### src/rtl/ctlreg_pkg.sv
package ctlreg_pkg;
   localparam int unsigned IDX_STATUS = 0;
   localparam int unsigned IDX_COND   = 1;
   localparam int unsigned IDX_ISP    = 2;
   localparam int unsigned IDX_USP    = 3;
   localparam int unsigned IDX_BBPSW  = 7;
   localparam int unsigned NUM_WORDS  = 4;
   localparam logic [7:0]  STAT_RD_MASK  = 8'hC0;
   localparam logic [7:0]  BKUP_RD_MASK  = 8'hC1;
   localparam int unsigned MODE_BIT      = 7;

   function automatic int unsigned word_index(input int unsigned i);
      case (i)
         0:       return 4;
         1:       return 5;
         2:       return 6;
         default: return 8;
      endcase
   endfunction

   function automatic bit word_clr_lsb(input int unsigned i);
      return i >= 2;
   endfunction
endpackage

### src/rtl/ctlreg_word.sv
module ctlreg_word #(
   parameter int unsigned W       = 32,
   parameter bit          CLR_LSB = 1'b0
) (
   input  logic         clk,
   input  logic         rst_n,
   input  logic         we,
   input  logic [W-1:0] wdata,
   output logic [W-1:0] rdata
);
   localparam logic [W-1:0] RD_MASK = CLR_LSB ? ~W'(1) : '1;

   logic [W-1:0] q;

   always_ff @(posedge clk or negedge rst_n) begin
      if (!rst_n)  q <= '0;
      else if (we) q <= wdata;
   end

   generate
      if (CLR_LSB) begin : g_masked
         assign rdata = q & RD_MASK;
         assert_lsb_clear_R8: assert property (@(posedge clk) disable iff (!rst_n)
            we |=> (rdata[W-1:1] == $past(wdata[W-1:1])) && (rdata[0] == 1'b0));
      end else begin : g_plain
         assign rdata = q;
         assert_word_store_R11: assert property (@(posedge clk) disable iff (!rst_n)
            we |=> rdata == $past(wdata));
      end
   endgenerate
endmodule

### src/rtl/ctlreg_status.sv
module ctlreg_status
   import ctlreg_pkg::*;
(
   input  logic        clk,
   input  logic        rst_n,
   input  logic        wr_status,
   input  logic        wr_cond,
   input  logic        wr_bbpsw,
   input  logic [15:0] wdata,
   output logic [15:0] status_rd,
   output logic [7:0]  bbpsw_rd,
   output logic        cond,
   output logic        mode
);
   logic [7:0] stat_q, bkup_q, bbkup_q;
   logic       cond_q;

   always_ff @(posedge clk or negedge rst_n) begin
      if (!rst_n) begin
         stat_q  <= '0;
         bkup_q  <= '0;
         bbkup_q <= '0;
         cond_q  <= 1'b0;
      end else begin
         if (wr_status) begin
            stat_q <= wdata[7:0];
            bkup_q <= wdata[15:8];
         end
         if (wr_bbpsw) bbkup_q <= wdata[7:0];
         if (wr_status || wr_cond) cond_q <= wdata[0];
      end
   end

   assign mode      = stat_q[MODE_BIT];
   assign cond      = cond_q;
   assign status_rd = {bkup_q & BKUP_RD_MASK, (stat_q & STAT_RD_MASK) | {7'b0, cond_q}};
   assign bbpsw_rd  = bbkup_q & BKUP_RD_MASK;

   assert_status_load_R3: assert property (@(posedge clk) disable iff (!rst_n)
      wr_status |=> (status_rd[15:8] == ($past(wdata[15:8]) & BKUP_RD_MASK))
                 && (status_rd[7:6] == $past(wdata[7:6])) && (cond == $past(wdata[0])));
   assert_status_zero_bits_R2: assert property (@(posedge clk) disable iff (!rst_n)
      status_rd[5:1] == 5'b0);
   assert_cond_write_R10: assert property (@(posedge clk) disable iff (!rst_n)
      (wr_cond && !wr_status) |=> (cond == $past(wdata[0])) && $stable(mode));
endmodule

### src/rtl/ctlreg_stack.sv
module ctlreg_stack #(
   parameter int unsigned W = 32
) (
   input  logic         clk,
   input  logic         rst_n,
   input  logic         mode,
   input  logic         swap_en,
   input  logic         new_mode,
   input  logic         isp_we,
   input  logic         usp_we,
   input  logic         sp_we,
   input  logic [W-1:0] cr_wdata,
   input  logic [W-1:0] sp_wdata,
   output logic [W-1:0] r15,
   output logic [W-1:0] isp_rd,
   output logic [W-1:0] usp_rd
);
   logic [W-1:0] r15_q, isp_q, usp_q;

   always_ff @(posedge clk or negedge rst_n) begin
      if (!rst_n) begin
         r15_q <= '0;
         isp_q <= '0;
         usp_q <= '0;
      end else if (swap_en) begin
         if (new_mode) begin
            usp_q <= r15_q;
            r15_q <= isp_q;
         end else begin
            isp_q <= r15_q;
            r15_q <= usp_q;
         end
      end else if (isp_we) begin
         if (mode) r15_q <= cr_wdata;
         else      isp_q <= cr_wdata;
      end else if (usp_we) begin
         if (!mode) r15_q <= cr_wdata;
         else       usp_q <= cr_wdata;
      end else if (sp_we) begin
         r15_q <= sp_wdata;
      end
   end

   assign r15    = r15_q;
   assign isp_rd = mode ? r15_q : isp_q;
   assign usp_rd = mode ? usp_q : r15_q;

   assert_swap_to_sys_R4: assert property (@(posedge clk) disable iff (!rst_n)
      (swap_en && new_mode) |=> (r15 == $past(isp_q)) && (usp_q == $past(r15)));
   assert_swap_to_usr_R5: assert property (@(posedge clk) disable iff (!rst_n)
      (swap_en && !new_mode) |=> (r15 == $past(usp_q)) && (isp_q == $past(r15)));
   assert_hold_R6: assert property (@(posedge clk) disable iff (!rst_n)
      !(swap_en || isp_we || usp_we || sp_we) |=> $stable(r15) && $stable(isp_q) && $stable(usp_q));
   assert_live_isp_R7: assert property (@(posedge clk) disable iff (!rst_n)
      (!swap_en && isp_we && mode) |=> (r15 == $past(cr_wdata)) && $stable(isp_q));
endmodule

### src/rtl/ctlreg_bank.sv
module ctlreg_bank
   import ctlreg_pkg::*;
#(
   parameter int unsigned DATA_W = 32,
   parameter int unsigned IDX_W  = 4
) (
   input  logic              clk,
   input  logic              rst_n,
   input  logic [IDX_W-1:0]  cr_idx,
   input  logic              cr_we,
   input  logic [DATA_W-1:0] cr_wr_data,
   output logic [DATA_W-1:0] cr_rd_data,
   input  logic              sp_we,
   input  logic [DATA_W-1:0] sp_wr_data,
   output logic [DATA_W-1:0] sp_rd_data,
   output logic              stack_mode
);
   localparam int unsigned NUM_IDX = 1 << IDX_W;

   if (DATA_W < 16) begin : g_bad_width
      $error("ctlreg_bank: DATA_W must be at least 16");
   end
   if (IDX_W < 4) begin : g_bad_idx
      $error("ctlreg_bank: IDX_W must be at least 4");
   end

   logic              hit_status, hit_cond, hit_isp, hit_usp, hit_bbpsw;
   logic [15:0]       status_rd;
   logic [7:0]        bbpsw_rd;
   logic              cond;
   logic              mode;
   logic [DATA_W-1:0] r15, isp_rd, usp_rd;
   logic [DATA_W-1:0] word_rd [NUM_WORDS];
   logic [NUM_WORDS-1:0] word_hit;
   logic              swap_en;
   logic              known_idx;

   assign hit_status = cr_idx == IDX_W'(IDX_STATUS);
   assign hit_cond   = cr_idx == IDX_W'(IDX_COND);
   assign hit_isp    = cr_idx == IDX_W'(IDX_ISP);
   assign hit_usp    = cr_idx == IDX_W'(IDX_USP);
   assign hit_bbpsw  = cr_idx == IDX_W'(IDX_BBPSW);
   assign swap_en    = cr_we && hit_status && (cr_wr_data[MODE_BIT] != mode);

   ctlreg_status u_status (
      .clk       (clk),
      .rst_n     (rst_n),
      .wr_status (cr_we && hit_status),
      .wr_cond   (cr_we && hit_cond),
      .wr_bbpsw  (cr_we && hit_bbpsw),
      .wdata     (cr_wr_data[15:0]),
      .status_rd (status_rd),
      .bbpsw_rd  (bbpsw_rd),
      .cond      (cond),
      .mode      (mode)
   );

   ctlreg_stack #(.W(DATA_W)) u_stack (
      .clk      (clk),
      .rst_n    (rst_n),
      .mode     (mode),
      .swap_en  (swap_en),
      .new_mode (cr_wr_data[MODE_BIT]),
      .isp_we   (cr_we && hit_isp),
      .usp_we   (cr_we && hit_usp),
      .sp_we    (sp_we && !cr_we),
      .cr_wdata (cr_wr_data),
      .sp_wdata (sp_wr_data),
      .r15      (r15),
      .isp_rd   (isp_rd),
      .usp_rd   (usp_rd)
   );

   for (genvar gi = 0; gi < NUM_WORDS; gi++) begin : g_word
      assign word_hit[gi] = cr_idx == IDX_W'(word_index(gi));
      ctlreg_word #(.W(DATA_W), .CLR_LSB(word_clr_lsb(gi))) u_word (
         .clk   (clk),
         .rst_n (rst_n),
         .we    (cr_we && word_hit[gi]),
         .wdata (cr_wr_data),
         .rdata (word_rd[gi])
      );
   end

   assign known_idx = hit_status || hit_cond || hit_isp || hit_usp || hit_bbpsw || (|word_hit);

   always_comb begin
      cr_rd_data = '0;
      if (hit_status) cr_rd_data = DATA_W'(status_rd);
      if (hit_cond)   cr_rd_data = DATA_W'(cond);
      if (hit_isp)    cr_rd_data = isp_rd;
      if (hit_usp)    cr_rd_data = usp_rd;
      if (hit_bbpsw)  cr_rd_data = DATA_W'(bbpsw_rd);
      for (int i = 0; i < NUM_WORDS; i++) begin
         if (word_hit[i]) cr_rd_data = word_rd[i];
      end
   end

   assign sp_rd_data = r15;
   assign stack_mode = mode;

   assert_unused_zero_R12: assert property (@(posedge clk) disable iff (!rst_n)
      !known_idx |-> cr_rd_data == '0);
   assert_unused_write_R12: assert property (@(posedge clk) disable iff (!rst_n)
      (cr_we && !known_idx && !sp_we) |=> $stable(sp_rd_data) && $stable(stack_mode));
   assert_bbpsw_mask_R9: assert property (@(posedge clk) disable iff (!rst_n)
      hit_bbpsw |-> (cr_rd_data & ~DATA_W'(BKUP_RD_MASK)) == '0);
   assert_sp_port_R13: assert property (@(posedge clk) disable iff (!rst_n)
      (sp_we && !cr_we) |=> sp_rd_data == $past(sp_wr_data));
   assert_sp_drop_R13: assert property (@(posedge clk) disable iff (!rst_n)
      (sp_we && cr_we && !hit_status && !hit_isp && !hit_usp) |=> $stable(sp_rd_data));
   assert_no_swap_R6: assert property (@(posedge clk) disable iff (!rst_n)
      (cr_we && hit_status && (cr_wr_data[MODE_BIT] == mode)) |=> $stable(sp_rd_data));
endmodule

### config.mk
export PLATFORM = sky130hd
export DESIGN_NAME = ctlreg_bank
export DESIGN_NICKNAME = d
export VERILOG_FILES = /design/src/rtl/ctlreg_pkg.sv /design/src/rtl/ctlreg_word.sv /design/src/rtl/ctlreg_status.sv /design/src/rtl/ctlreg_stack.sv /design/src/rtl/ctlreg_bank.sv
export SDC_FILE = /design/constraint.sdc
export NUM_CORES = 1
export LEC_CHECK = 0
export BUFFER_PORTS_ARGS = -buffer_cell sky130_fd_sc_hd__buf_2
export CORE_MARGIN = 3
export CORE_UTILIZATION = 35
export DETAILED_ROUTE_END_ITERATION = 6
export PLACE_DENSITY = 0.62
export RECOVER_POWER = 100
export SLEW_MARGIN = 20
export SYNTH_ARGS = -nofsm -noshare
export SYNTH_HDL_FRONTEND = slang
export SYNTH_SLANG_ARGS = --single-unit
### constraint.sdc
create_clock -name clk -period 4.7 [get_ports clk]
set_clock_uncertainty 0.15 [all_clocks]
set_input_delay 0.94 -clock clk [delete_from_list [all_inputs] [get_ports clk]]
set_output_delay 0.94 -clock clk [all_outputs]
set_load 0.01 [all_outputs]
==> qor.yml, run 1 <==
clock_tree:
  clk_pin_slew_worst_paths_ps: 60
  clk_latency_ps: 540
  cts_root_buf: "clkbuf_16"
  cts_setup_buffers: 0
  cts_max_level: 1
  cts_hold_buf: 0
  clock_sinks: 231
  cts_tree: "yes"
  postCtsResizedCells: 0
  cts_max_path_buffers: 3
  cts_buffers: 27
synthesis:
  synth.avg_cell_area_um2: 10.9
  synth_edf_count: 0
  synthCells: 1091
  yosys_warnings: 0
  synthFlopType: "dfrtp_1"
  synthArstFlopShare: 1.00
  syn-num-nets: 1163
  ys_ff_latch: 231
  synth_top_area_cell: "dfrtp_1"
  ys_seq_area_frac: 0.488
  synth_cell_types: 46
  syn_area_um2: 11900
  ys_top_cells_by_area: "dfrtp_1 (49%), mux2_2 (18%), mux2i_1 (8.3%)"
  yosysTopAreaCellShare: 0.488
global_route:
  antenna_found_initial: 0
  grt_pass1_wl_mm: 53.6
  grt_util_all_layers: 0.187
  first_global_vias: 9244
  grt_max_degree: 101
  grt-ovfl-total: 0
run_status:
  status: "finished with violations"
  violations: "design-rule violations, max-capacitance violations, max-slew violations"
route:
  via_count: 9000
  drt_wl_total_mm: 33.8
  ant_nets: 0
  wl_per_cell_um: 20.3
  drc: 3
  drt-pass1-iter-count: 7
  viasPerCell: 5.41
  first_iter_violations: 692
sta:
  fmax_ghz: 0.233
  setup_violations: 0
  hold_violations: 0
  finalSetupTns_ps: 0
  min_period_ps: 4290
  finalMaxSlewViolations: 212
  hold_ws_ps: 353
  finalCritPeriodShare: 0.914
  worst_slack_ps: 405
  rsz0062_at_grt: "no"
  maxSlewHeadroom: -0.795
  worst_pin_slew_ps: 2690
final_layout:
  final_cell_mix: "dfrtp_1 (230), mux2_2 (185), nor2_1 (117)"
  diodes: 0
  syn_to_final_growth_pct: 16.4
  stdcell_area_um2: 13800
  final_core_util: 0.419
  fillers: 3210
  multi_input_area_um2: 5690
  final_common_cell: "dfrtp_1"
  nets: 1273
  drive_above_1_share: 0.276
  regArea_um2: 5780
floorplan:
  ios: 137
  fp.dieH_um: 190
  die_w_um: 190
  initial_core_util: 0.360
  fp-row-count: 66
  core_area_um2: 32900
  design.die.area_um2: 36100
power_and_ir_drop:
  leakagePower_nw: 6.03
  p_per_area_nw_per_um2: 473
  peakVddDrop_v: 0.000248
setup_path:
  slowest_delay_ps: 520
  end_kind: "output pin"
  crit_fanout: 16
  worstPathRequired_ps: 3610
  criticalPathCategory: "in -> out"
  slowest_stage: "clkbuf_1"
  arrival_ps: 3200
  startpoint_type: "primary input"
  path_cells: "clkbuf_1 > clkbuf_1 > nand4bb_2 > buf_4 > nor2_1 > o21ai_0 > o21ai_0 > a221o_1 > buf_2"
worst_hold_path:
  hold_class: "reg -> reg"
placement:
  dpl.hpwl_mm: 21.8
  placed_area_um2: 13100
  place_congestion: 0.835
  portBuffers: 136
  dpl_worst_slack_ps: 686
run:
  drv_cap: 5
## metrics by stage
step                      cells  total power [W]
after floorplan            1091          0.00394
after global placement     1614          0.00441
after detailed placement   1614          0.00447
after CTS                  1664          0.00663
after global routing       1664          0.00692
final                      1664          0.00653
## synthesized netlist by cell type, types with 2 or more instances
cell	instances
buf_1	13
clkbuf_1	35
buf_4	2
nand2b_1	3
a21oi_1	74
o21ai_1	4
mux2_2	185
dfrtp_1	231
nor2_1	117
o21ai_0	64
mux2i_1	98
a211oi_1	8
xor2_1	2
nor2b_1	10
a22oi_1	4
a221oi_1	26
nand2_1	91
a2111oi_0	6
nand3_1	3
a21o_1	5
a221o_1	2
o22ai_1	6
buf_2	38
nor3b_1	2
a222oi_1	26
inv_1	7
nor3_1	7
a31oi_1	4
## layer usage
| metal | wire [µm] | share of wire | up-vias | GRT usage |
|---|---|---|---|---|
| li1 | - | - | 4201 | - |
| met5 | 0 | 0 | - | 0 |
| met1 | 15600 | 0.46 | 4508 | 0.265 |
| met2 | 15800 | 0.47 | 250 | 0.301 |
| met3 | 1800 | 0.053 | 41 | 0.0291 |
| met4 | 669 | 0.020 | 0 | 0.0466 |
## cell type report
cell class / count / share of cell area
Sequential cell: 231 / 0.419
Multi-Input combinational cell: 765 / 0.413
Timing Repair Buffer: 169 / 0.0606
Clock buffer: 41 / 0.0572
Tap cell: 442 / 0.0401
Clock inverter: 9 / 0.00808
Inverter: 7 / 0.00191
## cells by family after synthesis
| kind of cell | Yosys count | share of synthesized area |
|---|---|---|
| buffers and inverters | 95 | 0.0347 |
| xor gates and xnor gates | 2 | 0.00148 |
| and+or+nand+nor | 245 | 0.0887 |
| AOI/OAI and AO/OA | 235 | 0.129 |
| DFF | 231 | 0.488 |
| muxes | 283 | 0.259 |
## critical path: cells and delay by family
kind                   cells  cell delay, ps
AOI/OAI and AO/OA          3             650
buffers and inverters      4            1110
and+or+nand+nor            2             480
## worst paths after layout
check	start	to	slack, ps	cells after the start
min in group asynchronous	rst_n	g_word[2].u_word.q[6]$_DFFE_PN0P_	1090	1
hold / removal	g_word[0].u_word.rdata[4]$_DFFE_PN0P_	g_word[0].u_word.rdata[4]$_DFFE_PN0P_	350	1
setup / recovery	cr_idx[2]	cr_rd_data[0]	410	9
max in group asynchronous	rst_n	u_stack.isp_q[12]$_DFFE_PN0P_	1120	2
hold reg to reg	g_word[0].u_word.rdata[4]$_DFFE_PN0P_	g_word[0].u_word.rdata[4]$_DFFE_PN0P_	350	1
setup reg to reg	u_status.stat_q[7]$_DFFE_PN0P_	u_stack.r15[7]$_DFFE_PN0P_	900	7
## state kept, by name, summed over array words and instances, names as in the netlist
signal,cells
u_stack.usp_q,32
u_status.bbkup_q,3
u_status.cond,1
u_status.bkup_q,3
g_word.u_word.rdata,64
u_stack.r15,32
u_stack.isp_q,32
u_status.stat_q,2
g_word.u_word.q,62
## power by group
group | switching, W | total, W | internal [W] | leakage, nW
Sequential | 0.000423 | 0.00297 | 0.00255 | 2.75
Combinational | 0.000707 | 0.00144 | 0.000733 | 2.85
Clock | 0.000852 | 0.00212 | 0.00127 | 0.435
Total | 0.00198 | 0.00653 | 0.00455 | 6.03
Note: power is estimated with default switching activity, not from simulation.
==> run 2, diff against run 1 <==
Settings changed: RECOVER_POWER 100 to default.
==> run 2 against run 1 <==
Net effect:
- the flow now finishes without violations
- total power grew 0.39%
- sequential power is essentially flat
- clock power is essentially flat
- global-route usage is the same
- combinational power is essentially flat
==> qor.yml, run 2 (same netlist as run 1, synthesis figures left out) <==
run_status:
  status: "finished clean"  # was finished with violations
route:
  via_count: 9067  # was 9000
  drt_wl_total_mm: 33.9  # was 33.8 mm
  viasPerCell: 5.45  # was 5.41
  wl_per_cell_um: 20.4  # was 20.3 µm
  ant_nets: 0  # unchanged
  drt-pass1-iter-count: 7  # unchanged
  drc: 0  # was 3
  first_iter_violations: 726  # was 692
clock_tree:
  cts_buffers: 27  # unchanged
  cts_max_level: 1  # unchanged
  postCtsResizedCells: 0  # unchanged
  clk_latency_ps: 540  # about the same
  cts_hold_buf: 0  # unchanged
  clock_sinks: 231  # unchanged
  cts_tree: "yes"  # unchanged
  cts_max_path_buffers: 3  # unchanged
  cts_root_buf: "clkbuf_16"  # unchanged
  cts_setup_buffers: 0  # unchanged
  clk_pin_slew_worst_paths_ps: 60  # about the same
sta:
  min_period_ps: 4150  # was 4290 ps
  rsz0062_at_grt: "no"  # unchanged
  maxSlewHeadroom: 0.297  # was -0.795
  finalSetupTns_ps: 0  # unchanged
  fmax_ghz: 0.241  # was 0.233 GHz
  setup_violations: 0  # unchanged
  hold_violations: 0  # unchanged
  hold_ws_ps: 308  # was 353 ps
  finalMaxSlewViolations: 0  # was 212
  finalCritPeriodShare: 0.882  # was 0.914
  worst_pin_slew_ps: 1050  # was 2690 ps
  worst_slack_ps: 555  # was 405 ps
final_layout:
  final_cell_mix: "dfrtp_1 (230), mux2_2 (185), buf_2 (135)"  # was dfrtp_1 (230), mux2_2 (185), nor2_1 (117)
  regArea_um2: 5780  # unchanged
  final_common_cell: "dfrtp_1"  # unchanged
  fillers: 3176  # was 3210
  nets: 1273  # unchanged
  drive_above_1_share: 0.340  # was 0.276
  final_core_util: 0.424  # was 0.419
  largest_reg_flops: 64  # unchanged
  multi_input_area_um2: 5740  # was 5690 µm²
  syn_to_final_growth_pct: 17.9  # was 16.4%
  diodes: 0  # unchanged
setup_path:
  startpoint_type: "register"  # was primary input
  criticalPathCategory: "reg -> out"  # was in -> out
  cp_num_buf_inv: 2  # was 4
  end_kind: "output pin"  # unchanged
  arrival_ps: 3060  # was 3200 ps
  path_cells: "buf_4 > mux2_2 > a222oi_1 > nand2_1 > buf_2"  # was clkbuf_1 > clkbuf_1 > nand4bb_2 > buf_4 > nor2_1 > o21ai_0 > o21ai_0 > a221o_1 > buf_2
  slowest_stage: "dfrtp_4"  # was clkbuf_1
  slowest_delay_ps: 1000  # was 520 ps
  worstPathRequired_ps: 3610  # about the same
  cpLargestDelayFamily: "flip-flops"  # was buffers and inverters
  crit_fanout: 54  # was 16
power_and_ir_drop:
  power_frac_seq: 0.453  # was 0.455
  p_int_w: 0.00457  # was 0.00455 W
  peakVddDrop_v: 0.000252  # was 0.000248 V
  leakagePower_nw: 6.30  # was 6.03 nW
  switching_share: 0.302  # was 0.304
  p_switching_w: 0.00198  # about the same
  p_comb_frac: 0.225  # was 0.221
  clkPwrFrac: 0.323  # was 0.325
  p_per_area_nw_per_um2: 469  # was 473 nW/µm²
floorplan:
  fp-row-count: 66  # unchanged
  initial_core_util: 0.360  # unchanged
  core_area_um2: 32900  # unchanged
  design.die.area_um2: 36100  # unchanged
  die_w_um: 190  # unchanged
  fp.dieH_um: 190  # unchanged
  ios: 137  # unchanged
placement:
  dpl_worst_slack_ps: 686  # unchanged
  portBuffers: 136  # unchanged
  dpl.hpwl_mm: 21.8  # unchanged
  place_congestion: 0.835  # unchanged
global_route:
  first_global_vias: 9244  # unchanged
  grt_pass1_wl_mm: 53.6  # unchanged
  grt_max_degree: 101  # unchanged
  antenna_found_initial: 0  # unchanged
  grt_util_all_layers: 0.187  # unchanged
  grt-ovfl-total: 0  # unchanged
worst_hold_path:
  hold_class: "in -> async"  # was reg -> reg
run:
  drv_cap: 0  # was 5
-- run 2: changes by cell type in the layout (fill, tap and decap cells not counted), sizes merged --
cell    before  now
clkbuf     116   41
buf         94  169
-- run 2: final cells by class --
class	count	area share
well taps	442	0.0396
multi-input cells	765	0.411
clock buffers	41	0.0564
inverters	7	0.00188
repair buffers	169	0.0690
flip-flops and latches	231	0.414
clock inverters	9	0.00797
-- run 2: metrics by stage --
stage,cells,power [W],instance area (µm²)
final,1664,0.00655,14000
after global routing,1664,0.00695,14000
after CTS,1664,0.00663,14000
after detailed placement,1614,0.00447,13100
after global placement,1614,0.00441,13100
after floorplan,1091,0.00394,11900
-- run 2: worst reg2reg max path: cells and delay by family, from the launching register on --
family | cells | cell delay (ps)
buf+inv | 2 | 1010
xor+xnor | 1 | 130
simple gates | 1 | 110
compound gates | 3 | 860
flops | 1 | 1000
-- run 2: path summary, 6_finish.rpt --
check                           depth (start not counted)                                    end  slack (ps)                                  start
worst max-delay path                                    5                         cr_rd_data[29]         550         u_status.stat_q[7]$_DFFE_PN0P_
worst max register to register                          7             u_stack.r15[7]$_DFFE_PN0P_        1340         u_status.stat_q[7]$_DFFE_PN0P_
worst min-delay path                                    1      g_word[2].u_word.q[1]$_DFFE_PN0P_         310                                  rst_n
max in group asynchronous                               2          u_stack.isp_q[12]$_DFFE_PN0P_        3000                                  rst_n
worst min register to register                          1  g_word[0].u_word.rdata[4]$_DFFE_PN0P_         350  g_word[0].u_word.rdata[4]$_DFFE_PN0P_
min in group clk                                        1  g_word[0].u_word.rdata[4]$_DFFE_PN0P_         350  g_word[0].u_word.rdata[4]$_DFFE_PN0P_
-- run 2: routing by layer --
metal	wire [µm]	global-route usage	vias to the layer above
met4	652	0.0466	0
met3	2040	0.0291	39
met1	15300	0.265	4542
met2	15900	0.301	280
met5	0	0	-
li1	-	-	4206
-- run 2: power by group through the flow --
stage | logic, W | registers [W] | clock network, W
floorplan | 0.00109 | 0.00286 | 0
global placement | 0.00144 | 0.00297 | 0
detailed placement | 0.00148 | 0.00300 | 0
CTS | 0.00149 | 0.00296 | 0.00218
global route | 0.00165 | 0.00305 | 0.00226
finish | 0.00147 | 0.00297 | 0.00211
